$ cat src/rtl/bytepwm_pkg.sv
package bytepwm_pkg;
  localparam int VAL_W = 16;

  localparam logic [7:0] A_AOFF_HI = 8'hA1;
  localparam logic [7:0] A_AOFF_LO = 8'hA2;
  localparam logic [7:0] A_ENABLE  = 8'hA3;
  localparam logic [7:0] A_PER_LO  = 8'hA4;
  localparam logic [7:0] A_PER_HI  = 8'hA5;
  localparam logic [7:0] A_DUTY_LO = 8'hA6;
  localparam logic [7:0] A_DUTY_HI = 8'hA7;

  localparam logic [VAL_W-1:0] AOFF_NEVER = '1;

  typedef struct packed {
    logic             run;
    logic [VAL_W-1:0] period;
    logic [VAL_W-1:0] duty;
  } ctl_bus_t;
endpackage

$ cat src/rtl/bytepwm_ctrl.sv
module bytepwm_ctrl
  import bytepwm_pkg::*;
#(
  parameter int MS_TICKS = 8000
) (
  input  logic       clk,
  input  logic       rstN,
  input  logic       wrEn,
  input  logic [7:0] wrAddr,
  input  logic [7:0] wrData,
  input  logic       tick,
  output ctl_bus_t   ctl,
  output logic       armedO,
  output logic [7:0] perStgO
);
  localparam int MS_W = (MS_TICKS > 1) ? $clog2(MS_TICKS) : 1;
  localparam logic [MS_W-1:0] MS_LAST = MS_W'(MS_TICKS - 1);

  logic [7:0]       perStg, dutyStg, aoffStg;
  logic [VAL_W-1:0] period, duty, aoffVal, remain;
  logic             run, armed;
  logic [MS_W-1:0]  msCnt;
  logic             enWrite;

  assign enWrite = wrEn && (wrAddr == A_ENABLE);

  always_ff @(posedge clk) begin
    if (!rstN) begin
      perStg  <= '0;
      dutyStg <= '0;
      aoffStg <= '0;
      period  <= '0;
      duty    <= '0;
      aoffVal <= AOFF_NEVER;
      remain  <= '0;
      run     <= 1'b0;
      armed   <= 1'b0;
      msCnt   <= '0;
    end else begin
      if (wrEn) begin
        case (wrAddr)
          A_AOFF_HI: aoffStg <= wrData;
          A_AOFF_LO: aoffVal <= {aoffStg, wrData};
          A_PER_HI:  perStg  <= wrData;
          A_PER_LO:  period  <= {perStg, wrData};
          A_DUTY_HI: dutyStg <= wrData;
          A_DUTY_LO: duty    <= {dutyStg, wrData};
          A_ENABLE: begin
            run   <= wrData[0];
            armed <= wrData[0] && (aoffVal != AOFF_NEVER);
            remain <= aoffVal;
            msCnt <= '0;
          end
          default: ;
        endcase
      end
      // millisecond countdown, suspended in the cycle of an enable write
      if (run && armed && tick && !enWrite) begin
        if (msCnt == MS_LAST) begin
          msCnt <= '0;
          if (remain <= VAL_W'(1)) begin
            run   <= 1'b0;
            armed <= 1'b0;
          end else begin
            remain <= remain - VAL_W'(1);
          end
        end else begin
          msCnt <= msCnt + MS_W'(1);
        end
      end
    end
  end

  assign ctl.run    = run;
  assign ctl.period = period;
  assign ctl.duty   = duty;
  assign armedO     = armed;
  assign perStgO    = perStg;
endmodule

$ cat src/rtl/bytepwm_dpath.sv
module bytepwm_dpath
  import bytepwm_pkg::*;
#(
  parameter int TICK_DIV = 1
) (
  input  logic     clk,
  input  logic     rstN,
  input  ctl_bus_t ctl,
  output logic     tick,
  output logic     pwmOut
);
  localparam int PS_W = (TICK_DIV > 1) ? $clog2(TICK_DIV) : 1;

  logic [VAL_W-1:0] cnt;

  generate
    if (TICK_DIV > 1) begin : g_div
      localparam logic [PS_W-1:0] PS_LAST = PS_W'(TICK_DIV - 1);
      logic [PS_W-1:0] preCnt;
      always_ff @(posedge clk) begin
        if (!rstN || !ctl.run) preCnt <= '0;
        else if (preCnt == PS_LAST) preCnt <= '0;
        else preCnt <= preCnt + PS_W'(1);
      end
      assign tick = ctl.run && (preCnt == PS_LAST);
    end else begin : g_nodiv
      assign tick = ctl.run;
    end
  endgenerate

  always_ff @(posedge clk) begin
    if (!rstN || !ctl.run) begin
      cnt <= '0;
    end else if (tick) begin
      if (ctl.period == '0 || cnt >= ctl.period - VAL_W'(1)) cnt <= '0;
      else cnt <= cnt + VAL_W'(1);
    end
  end

  assign pwmOut = ctl.run && (ctl.period != '0) &&
                  ((cnt < ctl.duty) || (ctl.duty >= ctl.period));
endmodule

$ cat src/rtl/bytepwm_top.sv
module bytepwm_top
  import bytepwm_pkg::*;
#(
  parameter int TICK_DIV = 1,
  parameter int MS_TICKS = 8000
) (
  input  logic       clk,
  input  logic       rstN,
  input  logic       wrEn,
  input  logic [7:0] wrAddr,
  input  logic [7:0] wrData,
  output logic       pwmOut
);
  ctl_bus_t         ctlBus;
  logic             tick;
  logic             armed;
  logic [7:0]       perStg;
  logic             runNow;
  logic [VAL_W-1:0] perNow, dutyNow;

  bytepwm_ctrl #(.MS_TICKS(MS_TICKS)) u_ctrl (
    .clk(clk), .rstN(rstN), .wrEn(wrEn), .wrAddr(wrAddr), .wrData(wrData),
    .tick(tick), .ctl(ctlBus), .armedO(armed), .perStgO(perStg)
  );

  bytepwm_dpath #(.TICK_DIV(TICK_DIV)) u_dpath (
    .clk(clk), .rstN(rstN), .ctl(ctlBus), .tick(tick), .pwmOut(pwmOut)
  );

  assign runNow  = ctlBus.run;
  assign perNow  = ctlBus.period;
  assign dutyNow = ctlBus.duty;
endmodule

$ cat config.mk
export PLATFORM = sky130hd
export DESIGN_NAME = bytepwm_top
export DESIGN_NICKNAME = d
export VERILOG_FILES = /design/src/rtl/bytepwm_pkg.sv /design/src/rtl/bytepwm_ctrl.sv /design/src/rtl/bytepwm_dpath.sv /design/src/rtl/bytepwm_top.sv
export SDC_FILE = /design/constraint.sdc
export NUM_CORES = 1
export LEC_CHECK = 0
export BUFFER_PORTS_ARGS = -buffer_cell sky130_fd_sc_hd__clkbuf_2
export CORE_UTILIZATION = 53
export CTS_CLUSTER_SIZE = 40
export DETAILED_ROUTE_END_ITERATION = 16
export PLACE_DENSITY = 0.7
export SLEW_MARGIN = 30
export SYNTH_ARGS = -nofsm -noshare
export SYNTH_HDL_FRONTEND = slang
export SYNTH_SLANG_ARGS = --single-unit
$ cat constraint.sdc
create_clock -name clk -period 4.6 [get_ports clk]
set_clock_uncertainty 0.1 [all_clocks]
set_input_delay 0.46 -clock clk [delete_from_list [all_inputs] [get_ports clk]]
set_output_delay 0.46 -clock clk [all_outputs]
set_load 0.01 [all_outputs]
# ---- Yosys cells after proc, flatten, opt, wreduce, memory -nomap -nowiden
# Cells that the tools add are included.
dict set report classes {
  add_sub_neg 4
  magnitude_cmp 4
  eq_ne 9
  n_mux 20
  reduce_logical 24
}
# cell n
set op_table {}
lappend op_table {{2-to-1 mux 16 bit} 6}
lappend op_table {{== test 8 bit (second input constant)} 7}
lappend op_table {{2-to-1 mux 13 bit} 4}
lappend op_table {{greater-or-equal comparator 16 bit} 2}
lappend op_table {{subtractor 16 x 1 -> 16 bit (second input constant)} 2}
lappend op_table {{adder 16 x 1 -> 16 bit (second input constant)} 1}
lappend op_table {{<= comparator 16 x 1 -> 1 bit (second input constant)} 1}
lappend op_table {{logical NOT 16 bit} 1}
lappend op_table {{< comparator 16 bit} 1}
lappend op_table {{inequality test 16 bit (second input constant)} 1}
lappend op_table {{nonzero test 16 bit} 1}
lappend op_table {{AND reduction 2 bit} 7}
lappend op_table {{adder 13 x 1 -> 13 bit (second input constant)} 1}
lappend op_table {{== test 13 bit (second input constant)} 1}
lappend op_table {{2-to-1 mux 1 bit} 10}
lappend op_table {{logical AND 1 bit} 7}
lappend op_table {{nonzero test 2 bit} 2}
lappend op_table {{logical NOT 1 bit} 3}
lappend op_table {{logical OR 1 bit} 3}
dict set report word_totals {
  ff_bits 119
  in_bits 19
  output_inout_bits 1
  elab_cells 72
}

# ---- Longest topological paths before layout
dict set report logic_depth {
  word_depth 7
  mapped_depth 14
  ltp_nobuf 13
}

# ---- Hierarchy
# A second synthesis with hierarchy kept.
dict set report unflattened {
  cells_unflattened 724
  hier_area_um2 6581.3
}
# module n_inst cells_per_inst area_per_inst_um2 seq_area_each_um2
set by_module_without_submodules {}
lappend by_module_without_submodules {bytepwm_ctrl 1 465 4415.5 2062.0}
lappend by_module_without_submodules {bytepwm_dpath 1 259 2165.8 320.3}

# ---- Worst setup path before layout
# OpenSTA, ideal clock, no wires.
dict set report synth_timing {
  path_type {register to register}
  from {register u_ctrl.period[0]}
  to {register u_dpath.cnt[10]}
  setup_time_ns 0.078
  t_arrival_ns 3.074
  required_ns 4.422
  setup_slack_ns 1.348
  path_stages_with_launch 13
  path_buffers 1
  synth_period_minus_slack_ns 3.252
  cell_sequence {dfxtp_1 -> or4_1 -> or4_1 -> nor2_1 -> nand3_1 -> xnor2_1 -> ha_1 -> a21oi_1 -> o2111ai_1 -> a211o_1 -> a21o_2 -> buf_4 -> nor3_1}
}
dict set report synth_via {
  elab_chain_len 4
  word_cells_on_any_way 5
  classes_between {add/sub: 1; order compare: 1; mux: 1; reduce/logical: 2}
}
# element line_no
set synth_rtl {}
lappend synth_rtl {{start: declaration} bytepwm_ctrl.sv:20} ;# logic [VAL_W-1:0] period, duty, aoffVal, remain;
lappend synth_rtl {{start signal: assignment} bytepwm_ctrl.sv:45} ;# A_PER_LO: period <= {perStg, wrData};
lappend synth_rtl {{subtractor 16 x 1 -> 16 bit} bytepwm_dpath.sv:35} ;# if (ctl.period == '0 || cnt >= ctl.period - VAL_W'(1)) cnt <= '0;
lappend synth_rtl {{greater-or-equal comparator 16 bit} bytepwm_dpath.sv:35}
lappend synth_rtl {{logical OR 1 bit *} bytepwm_dpath.sv:35}
lappend synth_rtl {{2-to-1 mux 16 bit *} bytepwm_dpath.sv:35}
lappend synth_rtl {{end signal: assignment} bytepwm_dpath.sv:36} ;# else cnt <= cnt + VAL_W'(1);
lappend synth_rtl {{end: declaration} bytepwm_dpath.sv:14} ;# logic [VAL_W-1:0] cnt;
# Every way passes the cells marked *; elsewhere a longest branch is shown, timed or not.
# A chain may end at the register's enable or synchronous reset.

# ---- Final worst setup path
dict set report layout_timing {
  from {register u_ctrl.period[0]}
  to {register u_dpath.cnt[9]}
}
# The elaborated chain is that of the path after synthesis.

==> results.txt <==
The run finished with clean final reports. During I/O placement, the number of pins put on the boundary was 20. A synthesized cell averages 8.59 um^2. The half-perimeter wire length after detailed placement is 11100 um. For the pin with the worst max-slew slack, the measured transition is 913 ps. The run gives 5552 as the via total after detailed routing. For the worst-skew pair, the clock arrives at the later sink with an insertion delay of 420 ps.

The startpoint identified for the worst hold timing path is wrData[7]. The number of global-route vias before repair was 5196; the worst relative slew slack was 0.392. Dividing the detail-routed wire length by the instance count gives 16.6 um. After the last flow step, the layout net total stands at 838.

Dividing the detail-routed via count by the number of cells gives 6.02. For this run, the leading register cell type out of synthesis is dfxtp_1. OpenSTA, run right after detailed placement, puts the worst setup slack at 812 ps.

Buffers added to address setup during post-CTS repair amount to 0. Measured in cells, the most critical reg-to-reg path has a length of 12. For this run, the top clock speed supported by timing is 261 MHz. After routing the design area is 7290 um^2. The port buffer count is 19. Kind of capture point of the worst setup path: a flop. The run gives 0 as the count of pins over their slew limit.

For the final hold slack, the log shows 302 ps. The placed instances occupy a cell area of 6670 um^2. The worst hold path terminates at u_ctrl.aoffVal[7]. The die is 112 um tall.

For this block, the routed nets add up to 15300 um of wire. The share of flip-flops with an asynchronous set or reset was 0. The worst setup path is launched from a flop. The tools report the number of hold-slack violations in the final timing report as 0. Synthesis produced 752 cells. The all-layer global routing usage came out at 0.261. The die covers 12600 um^2.

For the first-pass GRT wire length, the log shows 25800 um. After detailed routing, the number of remaining DRC violations is 0. The run gives 0 ps as the accumulated negative setup slack.

The clock passes through at most 2 buffers. In this run, post-CTS repair resized a total of 0 instances. Setup repair after global routing left no endpoint under its margin. Across the VDD grid, the largest voltage drop is 328 uV. The effective utilization at floorplan is 0.554, and the sum of buffers and inverters on the critical path is 1.

At the worst endpoint, the required time is 4810 ps. After synthesis, the netlist uses 63 different library cells. The total nets after synthesis was 823; the arrival time of the worst setup path was 4050 ps. The clock tree synthesis step divided the H-tree into 4 levels. The hold-critical path depth was 3.

The total inserted antenna cells came out at 0. The violation count after the first detailed-route iteration is 494. The die span in x is 112 um, and the largest fanout on the critical path is 16.

In this run the register-to-register setup slack is 760 ps. The start-to-end type of the worst setup path is flop to flop. The post-detailed-route count of antenna-violating nets is 0, and the global placer's final weighted congestion is 0.861. The worst register-to-register path ends at u_dpath.cnt[9]. For this design the static power due to leakage is 0.00303 uW. The cell family contributing the most delay on the critical path is simple AND/OR/NAND/NOR gates.

The run gives 6460 um^2 as the synthesized area. The remaining global-route overflow is 0, and the share of final-layout standard cells stronger than drive strength 1 is 0.100. The count of final setup violators is 0, and the largest stage delay on the critical path is 640 ps. The clock period minus worst slack is 3840 ps, and the maximum number of pins on one net before global-route repair is 67. In this run, synthesis inferred 0 flip-flops with an integrated enable. The initial antenna violation count came out at 0. The kind of path behind the tightest hold check was primary input to flop. The final worst-path cycle share was 0.834; the count of maximum capacitance violations was 0. Worst reg2reg path startpoint: u_ctrl.period[0]. Tracing the worst setup path back leads to its startpoint at u_ctrl.period[0]. The floorplan step defined a core boundary enclosing 11700 um^2. The power density relative to cell area was 338 nW/um^2. For the number of buffers created by CTS, the log shows 17.

Clock tree synthesis selected as its root buffer the cell clkbuf_16. The run gives 0.625 as the final core utilization. In this run, synthesis produced a sequential element count of 119. Clock-pin slew was measured on the worst setup and hold paths at 60 ps. The area growth from synthesis to layout is 12.9%, and the post-synthesis sequential area ratio is 0.369. Counting every sink on the clock net gives 119. TritonCTS built the clock tree. The worst path meets setup with 764 ps of slack.

The slowest cell on the critical path was or4b_2. The critical path goes through inv_1 -> ha_1 -> or4b_2 -> nor4_1 -> nand4_1 -> xnor2_1 -> ha_1 -> nand2_1 -> o2111ai_1 -> a211o_1 -> a21o_2 -> nor4_1. The logs give 0 for the total number of yosys warnings and 5 for the count of TritonRoute iterations in the first routing pass. The post-cts hold buffer count came out at 0. After floorplanning, the core was divided into 39 placement rows.
stage by stage:
stage               instances  total power [uW]
finish                    923              2470
global route              923              2540
CTS                       923              2480
detailed placement        891              1110
global placement          891              1110
floorplan                 752              1080
cell families after synthesis:
logic type / Yosys count / share of synthesized area
XOR/XNOR: 29 / 0.0393
AND/OR/NAND/NOR: 309 / 0.243
buffers and inverters: 70 / 0.0420
multiplexers: 58 / 0.0901
adder cells (fa/ha/maj): 52 / 0.101
flip-flops: 119 / 0.369
AO/OA/AOI/OAI: 115 / 0.115
report_power, final:
group          switching, uW  internal, uW
logic                   39.0          16.3
clock network            493           887
registers               1.03          1030
total                    533          1940
state kept, by name, indices dropped and copies added, names as in the netlist:
name            cells
u_ctrl.aoffVal     16
u_ctrl.duty        16
u_ctrl.period      16
u_ctrl.remain      16
u_dpath.cnt        16
u_ctrl.msCnt       13
u_ctrl.aoffStg      8
u_ctrl.dutyStg      8
u_ctrl.perStgO      8
u_ctrl.armedO       1
u_ctrl.run          1
cells in the final DEF, fill, tap and decap left out, drive strengths merged, types with 4 or more instances in the layout:
cell type and instances:
nor3 32, inv 44, nand4 16, xnor2 21, buf 6, or3 7, o21ai 20, dfxtp 119
a21oi 39, nand2 68, ha 52, o31ai 4, a311oi 4, a31oi 11, or4 15, o211ai 4
nor4 9, nand3 43, nor3b 6, nor2 86, o21a 4, mux2i 57, xor2 8, clkbuf 39
a21o 5, o311ai 4, a22o 4, o2111ai 5, nand2b 6
how the worst max path moves through the flow:
stage,end,slack [ps],depth (start not counted)
after floorplan,u_dpath.cnt[10],1350,12
after global placement,u_dpath.cnt[9],1050,12
after detailed placement,u_dpath.cnt[9],810,12
after CTS,u_dpath.cnt[9],810,12
after global routing,u_dpath.cnt[9],550,12
final,u_dpath.cnt[9],760,12
metal layers:
| layer | global-route usage | up-vias | share of wire |
|---|---|---|---|
| met5 | 0 | - | 0 |
| met4 | 0.0853 | 0 | 0.014 |
| met3 | 0.0594 | 20 | 0.057 |
| met2 | 0.406 | 170 | 0.46 |
| met1 | 0.358 | 2615 | 0.47 |
| li1 | - | 2747 | - |
Yosys cell counts (7+ instances only):
cell | count | share of area
inv_1 | 41 | 0.024
nor3_1 | 31 | 0.024
clkbuf_1 | 23 | 0.013
a21oi_1 | 38 | 0.029
nand4_1 | 16 | 0.016
xor2_1 | 8 | 0.011
nor2_1 | 86 | 0.050
or4_1 | 12 | 0.014
nand3_1 | 42 | 0.033
o21ai_0 | 20 | 0.016
nor4_1 | 7 | 0.0068
xnor2_1 | 21 | 0.028
mux2i_1 | 57 | 0.088
a31oi_1 | 11 | 0.011
nand2_1 | 68 | 0.040
ha_1 | 52 | 0.10
dfxtp_1 | 119 | 0.37
final cells by class:
| type | instances | area, um^2 |
|---|---|---|
| fill | 986 | 4370 |
| multi-input combinational | 563 | 3810 |
| sequential | 119 | 2380 |
| clock buffer | 20 | 457 |
| tap | 143 | 179 |
| clock inverter | 12 | 165 |
| inverter | 41 | 156 |
| timing repair buffer | 25 | 140 |
tightest hold or removal path, stage by stage:
cell	delay, ps
clkbuf_2	180
nand2_1	70
nand3_1	70
(Power assumes the default switching activity.)
